## src/rtl/irqf_pkg.sv

```systemverilog
package irqf_pkg;
  localparam int unsigned WORD_W   = 32;
  localparam int unsigned LANE_W   = 8;
  localparam int unsigned LANES    = WORD_W / LANE_W;
  localparam int unsigned OFF_W    = $clog2(LANES);
  localparam int unsigned ADDR_W   = OFF_W + 1;

  // positions that exist in the flag word
  localparam logic [WORD_W-1:0] ASSIGNED_MASK = 32'h01FF_3FFF;

  localparam int unsigned POS_TX_EMPTY  = 17;
  localparam int unsigned POS_RX_AVAIL  = 18;
  localparam int unsigned POS_GX_THRESH = 21;

  localparam logic [WORD_W-1:0] LEVEL_MASK =
    (WORD_W'(1) << POS_TX_EMPTY) | (WORD_W'(1) << POS_RX_AVAIL) |
    (WORD_W'(1) << POS_GX_THRESH);

  localparam logic [WORD_W-1:0] STORED_MASK = ASSIGNED_MASK & ~LEVEL_MASK;

  typedef enum logic [1:0] {
    SZ_BYTE = 2'd0,
    SZ_HALF = 2'd1,
    SZ_WORD = 2'd2,
    SZ_BAD  = 2'd3
  } acc_size_e;

  typedef enum logic [1:0] {
    GXM_NEVER = 2'd0,
    GXM_BELOW = 2'd1,
    GXM_EMPTY = 2'd2,
    GXM_RSVD  = 2'd3
  } gx_mode_e;

  // lanes touched by an access; misaligned or invalid gives none
  function automatic logic [LANES-1:0] lanes_for(logic [OFF_W-1:0] off, acc_size_e sz);
    logic [LANES-1:0] r;
    r = '0;
    case (sz)
      SZ_BYTE: r = LANES'(1) << off;
      SZ_HALF: r = off[0] ? '0 : (LANES'(3) << off);
      SZ_WORD: r = (off == '0) ? '1 : '0;
      default: r = '0;
    endcase
    return r;
  endfunction

  // geometry FIFO threshold condition
  function automatic logic gx_hit(gx_mode_e m, int unsigned fill, int unsigned thresh);
    case (m)
      GXM_BELOW: return fill <= thresh;
      GXM_EMPTY: return fill == 0;
      default:   return 1'b0;
    endcase
  endfunction
endpackage

```

## src/rtl/irqf_lane_decode.sv

```systemverilog
module irqf_lane_decode
  import irqf_pkg::*;
(
  input  logic              clk,
  input  logic              rst_n,
  input  logic              wr,
  input  logic [ADDR_W-1:0] addr,
  input  logic [1:0]        size,
  output logic [WORD_W-1:0] acc_bits,
  output logic [WORD_W-1:0] wr_flag_bits,
  output logic [WORD_W-1:0] wr_en_bits,
  output logic              sel_en
);
  logic [LANES-1:0] lanes;
  logic             misaligned;

  assign lanes  = lanes_for(addr[OFF_W-1:0], acc_size_e'(size));
  assign sel_en = addr[ADDR_W-1];

  for (genvar g = 0; g < LANES; g++) begin : g_lane
    assign acc_bits[g*LANE_W +: LANE_W] = {LANE_W{lanes[g]}};
  end

  assign wr_flag_bits = (wr && !sel_en) ? acc_bits : '0;
  assign wr_en_bits   = (wr &&  sel_en) ? acc_bits : '0;

  assign misaligned = (acc_size_e'(size) == SZ_BAD) ||
                      (acc_size_e'(size) == SZ_HALF && addr[0]) ||
                      (acc_size_e'(size) == SZ_WORD && addr[OFF_W-1:0] != '0);

  // misaligned or invalid access reaches no lane
  a_r4_misaligned_inert: assert property (@(posedge clk) disable iff (!rst_n)
    misaligned |-> (acc_bits == '0));

  // a byte access touches exactly one lane
  a_r4_byte_one_lane: assert property (@(posedge clk) disable iff (!rst_n)
    (acc_size_e'(size) == SZ_BYTE) |-> ($countones(acc_bits) == LANE_W));
endmodule

```

## src/rtl/irqf_level_gen.sv

```systemverilog
module irqf_level_gen
  import irqf_pkg::*;
#(
  parameter int unsigned GX_CNT_W  = 9,
  parameter int unsigned GX_THRESH = 127
) (
  input  logic                clk,
  input  logic                rst_n,
  input  logic                ipc_fifo_en,
  input  logic                ipc_send_irq_en,
  input  logic                ipc_send_empty,
  input  logic                ipc_recv_irq_en,
  input  logic                ipc_recv_empty,
  input  logic [1:0]          gx_irq_mode,
  input  logic [GX_CNT_W-1:0] gx_fill,
  output logic [WORD_W-1:0]   level_bits
);
  logic tx_hit;
  logic rx_hit;
  logic gx_bit;

  assign tx_hit = ipc_fifo_en && ipc_send_irq_en && ipc_send_empty;
  assign rx_hit = ipc_fifo_en && ipc_recv_irq_en && !ipc_recv_empty;
  assign gx_bit = gx_hit(gx_mode_e'(gx_irq_mode), 32'(gx_fill), GX_THRESH);

  always_comb begin
    level_bits                = '0;
    level_bits[POS_TX_EMPTY]  = tx_hit;
    level_bits[POS_RX_AVAIL]  = rx_hit;
    level_bits[POS_GX_THRESH] = gx_bit;
  end

  // FIFO disabled silences both inter-processor bits
  a_r6_ipc_gate: assert property (@(posedge clk) disable iff (!rst_n)
    !ipc_fifo_en |-> (level_bits[POS_RX_AVAIL:POS_TX_EMPTY] == 2'b00));

  // reserved and off modes never raise the geometry bit
  a_r7_gx_quiet: assert property (@(posedge clk) disable iff (!rst_n)
    (gx_irq_mode == 2'd0 || gx_irq_mode == 2'd3) |-> !level_bits[POS_GX_THRESH]);

  // empty mode needs a zero count
  a_r7_gx_empty_only: assert property (@(posedge clk) disable iff (!rst_n)
    (gx_irq_mode == 2'd2 && gx_fill != '0) |-> !level_bits[POS_GX_THRESH]);
endmodule

```

## src/rtl/irqf_latch.sv

```systemverilog
module irqf_latch
  import irqf_pkg::*;
(
  input  logic              clk,
  input  logic              rst_n,
  input  logic [WORD_W-1:0] set_vec,
  input  logic [WORD_W-1:0] clr_vec,
  output logic [WORD_W-1:0] q
);
  logic [WORD_W-1:0] q_next;

  assign q_next = (set_vec | (q & ~clr_vec)) & STORED_MASK;

  always_ff @(posedge clk or negedge rst_n) begin
    if (!rst_n) q <= '0;
    else        q <= q_next;
  end

  // every pulsed stored bit is set one edge later, clear or not
  a_r3_set_wins: assert property (@(posedge clk) disable iff (!rst_n)
    (|(set_vec & STORED_MASK)) |=>
      ((q & $past(set_vec & STORED_MASK)) == $past(set_vec & STORED_MASK)));

  // a clear with no competing event empties the bit
  a_r2_w1c: assert property (@(posedge clk) disable iff (!rst_n)
    (|(clr_vec & ~set_vec & STORED_MASK)) |=>
      ((q & $past(clr_vec & ~set_vec & STORED_MASK)) == '0));

  // untouched flags hold
  a_r2_hold: assert property (@(posedge clk) disable iff (!rst_n)
    (clr_vec == '0 && (set_vec & STORED_MASK) == '0) |=> $stable(q));
endmodule

```

## src/rtl/irq_flag_unit.sv

```systemverilog
module irq_flag_unit
  import irqf_pkg::*;
#(
  parameter int unsigned GX_CNT_W  = 9,
  parameter int unsigned GX_THRESH = 127
) (
  input  logic                clk,
  input  logic                rst_n,
  input  logic                bus_wr,
  input  logic [ADDR_W-1:0]   bus_addr,
  input  logic [1:0]          bus_size,
  input  logic [WORD_W-1:0]   bus_wdata,
  output logic [WORD_W-1:0]   bus_rdata,
  input  logic [WORD_W-1:0]   evt_pulse,
  input  logic                ipc_fifo_en,
  input  logic                ipc_send_irq_en,
  input  logic                ipc_send_empty,
  input  logic                ipc_recv_irq_en,
  input  logic                ipc_recv_empty,
  input  logic [1:0]          gx_irq_mode,
  input  logic [GX_CNT_W-1:0] gx_fill,
  input  logic                master_en,
  output logic                irq_out
);
  logic [WORD_W-1:0] acc_bits;
  logic [WORD_W-1:0] wr_flag_bits;
  logic [WORD_W-1:0] wr_en_bits;
  logic              sel_en;
  logic [WORD_W-1:0] level_bits;
  logic [WORD_W-1:0] stored_q;
  logic [WORD_W-1:0] clr_vec;
  logic [WORD_W-1:0] flag_word;
  logic [WORD_W-1:0] en_q;
  logic [WORD_W-1:0] pending;

  irqf_lane_decode u_dec (
    .clk          (clk),
    .rst_n        (rst_n),
    .wr           (bus_wr),
    .addr         (bus_addr),
    .size         (bus_size),
    .acc_bits     (acc_bits),
    .wr_flag_bits (wr_flag_bits),
    .wr_en_bits   (wr_en_bits),
    .sel_en       (sel_en)
  );

  irqf_level_gen #(
    .GX_CNT_W  (GX_CNT_W),
    .GX_THRESH (GX_THRESH)
  ) u_lvl (
    .clk             (clk),
    .rst_n           (rst_n),
    .ipc_fifo_en     (ipc_fifo_en),
    .ipc_send_irq_en (ipc_send_irq_en),
    .ipc_send_empty  (ipc_send_empty),
    .ipc_recv_irq_en (ipc_recv_irq_en),
    .ipc_recv_empty  (ipc_recv_empty),
    .gx_irq_mode     (gx_irq_mode),
    .gx_fill         (gx_fill),
    .level_bits      (level_bits)
  );

  assign clr_vec = wr_flag_bits & bus_wdata;

  irqf_latch u_lat (
    .clk     (clk),
    .rst_n   (rst_n),
    .set_vec (evt_pulse),
    .clr_vec (clr_vec),
    .q       (stored_q)
  );

  assign flag_word = stored_q | level_bits;

  always_ff @(posedge clk or negedge rst_n) begin
    if (!rst_n) en_q <= '0;
    else        en_q <= (en_q & ~wr_en_bits) | (bus_wdata & wr_en_bits);
  end

  assign bus_rdata = (sel_en ? en_q : flag_word) & acc_bits;
  assign pending   = flag_word & en_q;
  assign irq_out   = master_en && (|pending);

  // unassigned positions never appear in the flag word
  a_r5_unassigned_zero: assert property (@(posedge clk) disable iff (!rst_n)
    (flag_word & ~ASSIGNED_MASK) == '0);

  // no request without the master enable
  a_r10_master_gate: assert property (@(posedge clk) disable iff (!rst_n)
    !master_en |-> !irq_out);

  // no request without an enabled flag
  a_r10_mask_gate: assert property (@(posedge clk) disable iff (!rst_n)
    ((flag_word & en_q) == '0) |-> !irq_out);

  // enable word holds when not written
  a_r9_en_hold: assert property (@(posedge clk) disable iff (!rst_n)
    (wr_en_bits == '0) |=> $stable(en_q));
endmodule

```

## config.mk

```make
export PLATFORM = sky130hd
export DESIGN_NAME = irq_flag_unit
export DESIGN_NICKNAME = d
export VERILOG_FILES = /design/src/rtl/irqf_pkg.sv /design/src/rtl/irqf_lane_decode.sv /design/src/rtl/irqf_level_gen.sv /design/src/rtl/irqf_latch.sv /design/src/rtl/irq_flag_unit.sv
export SDC_FILE = /design/constraint.sdc
export NUM_CORES = 1
export LEC_CHECK = 0
export ABC_AREA = 0
export BUFFER_PORTS_ARGS = -buffer_cell sky130_fd_sc_hd__buf_4
export CELL_PAD_IN_SITES_DETAIL_PLACEMENT = 0
export CELL_PAD_IN_SITES_GLOBAL_PLACEMENT = 1
export CORE_ASPECT_RATIO = 0.8
export CORE_MARGIN = 5
export CORE_UTILIZATION = 35
export CTS_CLUSTER_DIAMETER = 120
export CTS_CLUSTER_SIZE = 25
export DETAILED_ROUTE_END_ITERATION = 12
export PLACE_DENSITY_LB_ADDON = 0.05
export SLEW_MARGIN = 20
export SYNTH_ARGS = -nofsm -noshare
export SYNTH_HDL_FRONTEND = slang
export SYNTH_SLANG_ARGS = --single-unit
```

## constraint.sdc

```tcl
create_clock -name clk -period 1.87 [get_ports clk]
set_clock_uncertainty 0.1 [all_clocks]
set_input_delay 0 -clock clk [delete_from_list [all_inputs] [get_ports clk]]
set_output_delay 0 -clock clk [all_outputs]
set_load 0.03 [all_outputs]
```

==> results of run 1 <==
==> through the flow <==
stage / instances / setup slack (ps)
4_1_cts: 541 / -97.0
3_3_place_gp: 456 / 25.1
6_report: 541 / -63.8
3_5_place_dp: 456 / 44.3
2_1_floorplan: 237 / 322
5_1_grt: 541 / -187
==> metal layers <==
layer	wire, um	vias to the layer above
met3	519	4
met5	0	-
li1	-	1262
met2	3830	65
met4	55	0
met1	3810	1217
==> layout by cell type, fill, tap and decap left out, types with 2 or more instances in the layout <==
master and n:
a211o_1 2, a21o_1 20, a21oi_1 2, a221oi_2 4, a22o_1 4, a22oi_1 3
and2_1 7, and3_1 3, buf_4 123, clkbuf_8 6, dfrtp_1 52, dlygate4sd3_1 73
ha_1 2, inv_1 3, mux2_2 32, mux2i_1 20, nand2_1 16, nand2b_1 2
nand3_1 7, nand4_1 2, nor2_1 26, nor2_2 2, nor2b_1 2, nor4_1 2
==> cells by family (layout without fill, tap and decap cells) <==
logic type	count (synthesis)	after routing	share of synthesized area
mux	52	52	0.208
buf+inv	9	208	0.0153
flops	52	52	0.482
simple gates	77	77	0.144
xor+xnor	2	2	0.00649
fa+ha+maj	2	2	0.00927
compound gates	43	43	0.135
==> path summary, 6_finish.rpt <==
check | from | to | slack [ps] | cells after the start
max | register | irq_out | -60 | 5
min | bus_wr | register | 140 | 3
max reg2reg | u_lat.q[13] | u_lat.q[13] | 420 | 3
min reg2reg | register | register | 410 | 1
max in group asynchronous | rst_n | asynchronous set/reset pin | 1050 | 2
min in group asynchronous | rst_n | asynchronous set/reset pin | 170 | 2
==> layout make-up <==
cell class                 count  area (um2)  area share
sequential                    52        1300       0.284
clock inverter                 1        7.51     0.00164
clock buffer                   7        86.3      0.0188
tap                          105         131      0.0287
timing repair buffer         197        1670       0.363
inverter                       3        11.3     0.00246
multi-input combinational    176        1380       0.301
==> worst max-delay path, stage by stage, from the launching register on <==
cell      delay (ps)
dfrtp_1          390
a22o_1           240
a221oi_2         200
nand4_1          170
o41a_1           360
buf_6            150
==> report_power, final <==
group	switching [W]	total, W	internal (W)
registers	0.000127	0.00144	0.00131
clock network	0.000381	0.000683	0.000302
logic	0.000376	0.000899	0.000523
total	0.000884	0.00302	0.00214
==> what timing repair did <==
item | 4_1_cts | 5_1_grt
pin swaps | 3 | 1
hold buffers | 73 | 0
setup buffers | 4 | 0
endpoints found under the setup margin | 1 | 1
endpoints found under the hold margin | 104 | 0
gates resized for setup | 5 | 0
==> metrics.md, run 1 <==
| Metric | Value |
|---|---|
| Pwr/cell area | `659 nW/um2` |
| Final non-filler cell area | `4580 um2` |
| GR Util met1 | `0.236` |
| Grt ovf | `0` |
| Post-synth EDFFs | `0` |
| Synth warn | `0` |
| Final WL | `approximately 8200 um` |
| Worst Hold Class | `primary input to register` |
| GRT met3 Usage | `0.0387` |
| Critical Path RT | `1770 ps` |
| Syn-to-layout area delta | `69.9%` |
| Vias in the first global route | `approximately 2800` |
| First-pass GRT wire length | `13100 um` |
| Primary FF master, synth | `dfrtp_1` |
| CP Max Fanout | `2` |
| Crit path DAT | `around 1800 ps` |
| TNS Setup | `-63.8 ps` |
| CTS Buf Count | `5` |
| Vias/cell | `approximately 4.7` |
| Clock buffer depth | `2` |
| Die Area | `9570 um2` |
| Slew of the pin with the lowest slew margin | `664 ps` |
| LEAKAGE | `roughly 2.0 nW` |
| Final HPWL from detailed placement | `roughly 6000 um` |
| Relative slew slack | `0.557` |
| Placer congestion estimate | `0.777` |
| RSZ-0062 raised after global routing | `yes` |
| Fin crit period | `1930 ps` |
| Max_cap viols | `0` |
| Met2 Use GR | `0.292` |
| Final Cycle Share | `1.03` |
| Largest net degree at the start of global routing | `53` |
| DR WL/cell | `15.2 um` |
| Fin util | `0.614` |
| Die Wd | `108 um` |
| Netlist cell types | `43` |
| Antenna violations before repair | `0` |
| Io pins | `122` |
| Fillers | `654` |
| Yosys reg bits | `52` |
| Failing checks | `setup timing` |
| Final Setup Violations | `1` |
| First-pass iteration count of the detailed router | `4` |
| Worst vdd ir | `0.373 mV` |
| Root Driver | `clkbuf_8` |
| GRT Total Usage | `0.176` |
| Fin nets | `526` |
| Port buffer count | `approximately 110` |
| # diodes | `0` |
| Worst-path clk slew | `approximately 100 ps` |
| Layout cells sized above 1 | `0.401` |
| Ys async rst share | `1.00` |
| CP endpoint kind | `output pin` |
| Fin. max-slew vios | `0` |
| Netlist Area Pre-Place | `2700 um2` |
| Initial DRC Count | `about 80` |
| Final Power | `0.00302 W` |
| Hold slack | `139 ps` |
| Via count | `2548` |
| # rows | `28` |
| DR DRC count | `0` |
| Synth Area per Inst | `between 10 and 15 um2` |
| Synthesized Nets | `328` |
| Most Crowded Layer GR | `met2` |
| Final Hold Violating Endpoints | `0` |
| CTS tree | `yes` |
| Starting Density | `0.362` |
| Die height | `88.5 um` |
| Outcome | `complete, but fails checks` |
| Post-synthesis sequential area ratio | `0.482` |
| Area leader, netlist | `dfrtp_1` |
| Critical path class | `register to output pin` |
| CTS sink cnt | `52` |
| Worst-Skew Late Latency | `300 ps` |
| Ranking of synthesized cells by area | `dfrtp_1 48%, mux2_2 13%, mux2i_1 7.4%, a21o_1 5.6%, nor2_1 3.6%` |
| # H-tree levels | `2` |
| Detail Route Antenna Nets | `0` |
| Synth Instances | `237` |
| Most common cell in the netlist | `dfrtp_1` |
| Startpoint Class | `register` |
| Core Area | `7460 um2` |
| Max Freq | `0.517 GHz` |
| Post-place instance area | `3700 um2` |
| Synth top area share | `0.482` |
| Setup ws final | `-63.8 ps` |
| Most frequent cells after synthesis | `52 x dfrtp_1, 32 x mux2_2, 26 x nor2_1` |
Note: power is estimated with default switching activity, not from simulation.
==> inputs of run 2 (changes only) <==
--- a/config.mk
+++ b/config.mk
@@ -15,6 +15,7 @@
 export CTS_CLUSTER_DIAMETER = 120
 export CTS_CLUSTER_SIZE = 25
 export DETAILED_ROUTE_END_ITERATION = 12
+export GPL_TIMING_DRIVEN = 0
 export PLACE_DENSITY_LB_ADDON = 0.05
 export SLEW_MARGIN = 20
 export SYNTH_ARGS = -nofsm -noshare
==> run 2 against run 1 <==
Effect of this change: the flow still finishes with violations (setup timing); global-route usage up 0.086 points; die area did not move; sequential share of layout area is 0.82 points higher; critical endpoint unchanged; hold slack gained 20 ps; setup slack got worse by 49 ps; wire length is 0.97% higher.
==> metrics.md, run 2 (same netlist as run 1, synthesis figures left out) <==
| Metric | Value |
|---|---|
| Antenna violations before repair | `0` |
| Relative slew slack | `0.529` |
| GRT met3 Usage | `0.0372` |
| DR WL/cell | `15.8 um` |
| Critical Path RT | `1770 ps` |
| CTS Buf Count | `5` |
| CP endpoint kind | `output pin` |
| Die Area | `9570 um2` |
| GR Util met1 | `0.238` |
| Grt ovf | `0` |
| CP Max Fanout | `3` |
| Fin util | `0.597` |
| Die Wd | `108 um` |
| Worst-path clk slew | `100 ps` |
| Core Area | `7460 um2` |
| Worst vdd ir | `0.395 mV` |
| Via count | `2505` |
| # rows | `28` |
| Startpoint Class | `register` |
| DR DRC count | `0` |
| Starting Density | `0.362` |
| Clock buffer depth | `2` |
| Vias in the first global route | `2669` |
| # diodes | `0` |
| GRT Total Usage | `0.177` |
| First-pass iteration count of the detailed router | `4` |
| Met2 Use GR | `0.297` |
| Max Freq | `~0.50 GHz` |
| Layout cells sized above 1 | `0.397` |
| Slew of the pin with the lowest slew margin | `705 ps` |
| LEAKAGE | `between 1.5 and 2 nW` |
| Final non-filler cell area | `4450 um2` |
| Die height | `88.5 um` |
| Io pins | `122` |
| Outcome | `complete, but fails checks` |
| RSZ-0062 raised after global routing | `yes` |
| Final Cycle Share | `1.06` |
| CP cell instances | `a22o_1, a221oi_2, nand4_1, o41a_1, buf_6` |
| Final Setup Violations | `1` |
| Port buffer count | `107` |
| Family with the most delay on the worst path | `compound AO/OA/AOI/OAI gates` |
| R2R Path Start | `u_lat.q[19]` |
| Failing checks | `setup timing` |
| Initial DRC Count | `79` |
| HP Start | `bus_wr` |
| Crit path DAT | `1880 ps` |
| Vias/cell | `4.76` |
| Placer congestion estimate | `0.788` |
| Commonest non-fill, non-tap cell in the layout | `buf_4` |
| Root Driver | `clkbuf_8` |
| Final Hold Violating Endpoints | `0` |
| Pwr/cell area | `700 nW/um2` |
| CTS sink cnt | `52` |
| CP bufs+invs | `1` |
| Most Crowded Layer GR | `met2` |
| Largest net degree at the start of global routing | `53` |
| Max_cap viols | `0` |
| Syn-to-layout area delta | `65.1%` |
| First-pass GRT wire length | `13200 um` |
| Critical path class | `register to output pin` |
| CP max stage cell | `dfrtp_1` |
| Fin crit period | `about 2000 ps` |
| Final WL | `a little over 8000 um` |
| Worst path max stage delay | `~420 ps` |
| # H-tree levels | `2` |
| Final HPWL from detailed placement | `a little under 6000 um` |
| CTS tree | `yes` |
| Fin nets | `511` |
| Detail Route Antenna Nets | `0` |
| Worst-Skew Late Latency | `300 ps` |
| Fin. max-slew vios | `0` |
| Post-place instance area | `3630 um2` |
| Most frequent cells in the layout | `111 x buf_4, 65 x dlygate4sd3_1, 52 x dfrtp_1, 32 x mux2_2, 26 x nor2_1` |
| Worst Hold Class | `primary input to register` |
| Setup ws final | `-112 ps` |
[run 2: per-layer routing]
metal | up-vias | wire, um
li1 | 1227 | -
met1 | 1200 | 3920
met2 | 74 | 3810
met3 | 4 | 529
met4 | 0 | 27
met5 | - | 0
[run 2: where the power goes]
group | switching, W | leakage, nW | total, W | internal, W
logic | 0.000377 | 1.34 | 0.000883 | 0.000506
registers | 0.000130 | 0.565 | 0.00144 | 0.00131
clock network | 0.000387 | 0.0558 | 0.000792 | 0.000405
total | 0.000893 | 1.96 | 0.00312 | 0.00222
[run 2: per-stage QoR]
step / setup TNS [ps] / cells / power (W) / hold slack, ps / worst slack (ps)
after floorplan: 0 / 237 / 0.00188 / -396 / 322
after global placement: -16.9 / 449 / 0.00220 / -1.95 / -16.9
after detailed placement: -19.2 / 449 / 0.00222 / -8.04 / -19.2
after CTS: -123 / 525 / 0.00314 / 165 / -123
after global routing: -168 / 526 / 0.00328 / 174 / -168
final: -112 / 526 / 0.00312 / 159 / -112
[run 2: worst paths after layout]
kind | endpoint | depth (start not counted) | slack, ps
max | irq_out | 5 | -110
min reg2reg | register | 1 | 410
max reg2reg | u_lat.q[19] | 3 | 430
min in group asynchronous | asynchronous set/reset pin | 2 | 180
min | register | 3 | 160
max in group asynchronous | u_lat.q[7] | 2 | 1030
[run 2: final cells by class]
cell class	count	area, um2
buffer	6	31.3
clock buffer	6	72.6
clock inverter	2	38.8
fill	643	3010
inverter	3	11.3
multi-input combinational	176	1380
sequential	52	1300
tap	105	131
timing repair buffer	176	1490
[run 2: worst register-to-register path, stage by stage, from the launching register on]
cell and delay [ps]:
dfrtp_1 400, buf_4 140, a21o_1 140, dlygate4sd3_1 550
[run 2: what timing repair did]
item                                    4_1_cts  5_1_grt
hold buffers                                 65        0
endpoints found under the hold margin       104        0
pin swaps                                     3        1
setup buffers                                 3        1
endpoints found under the setup margin        1        7
resized for setup                             5        1
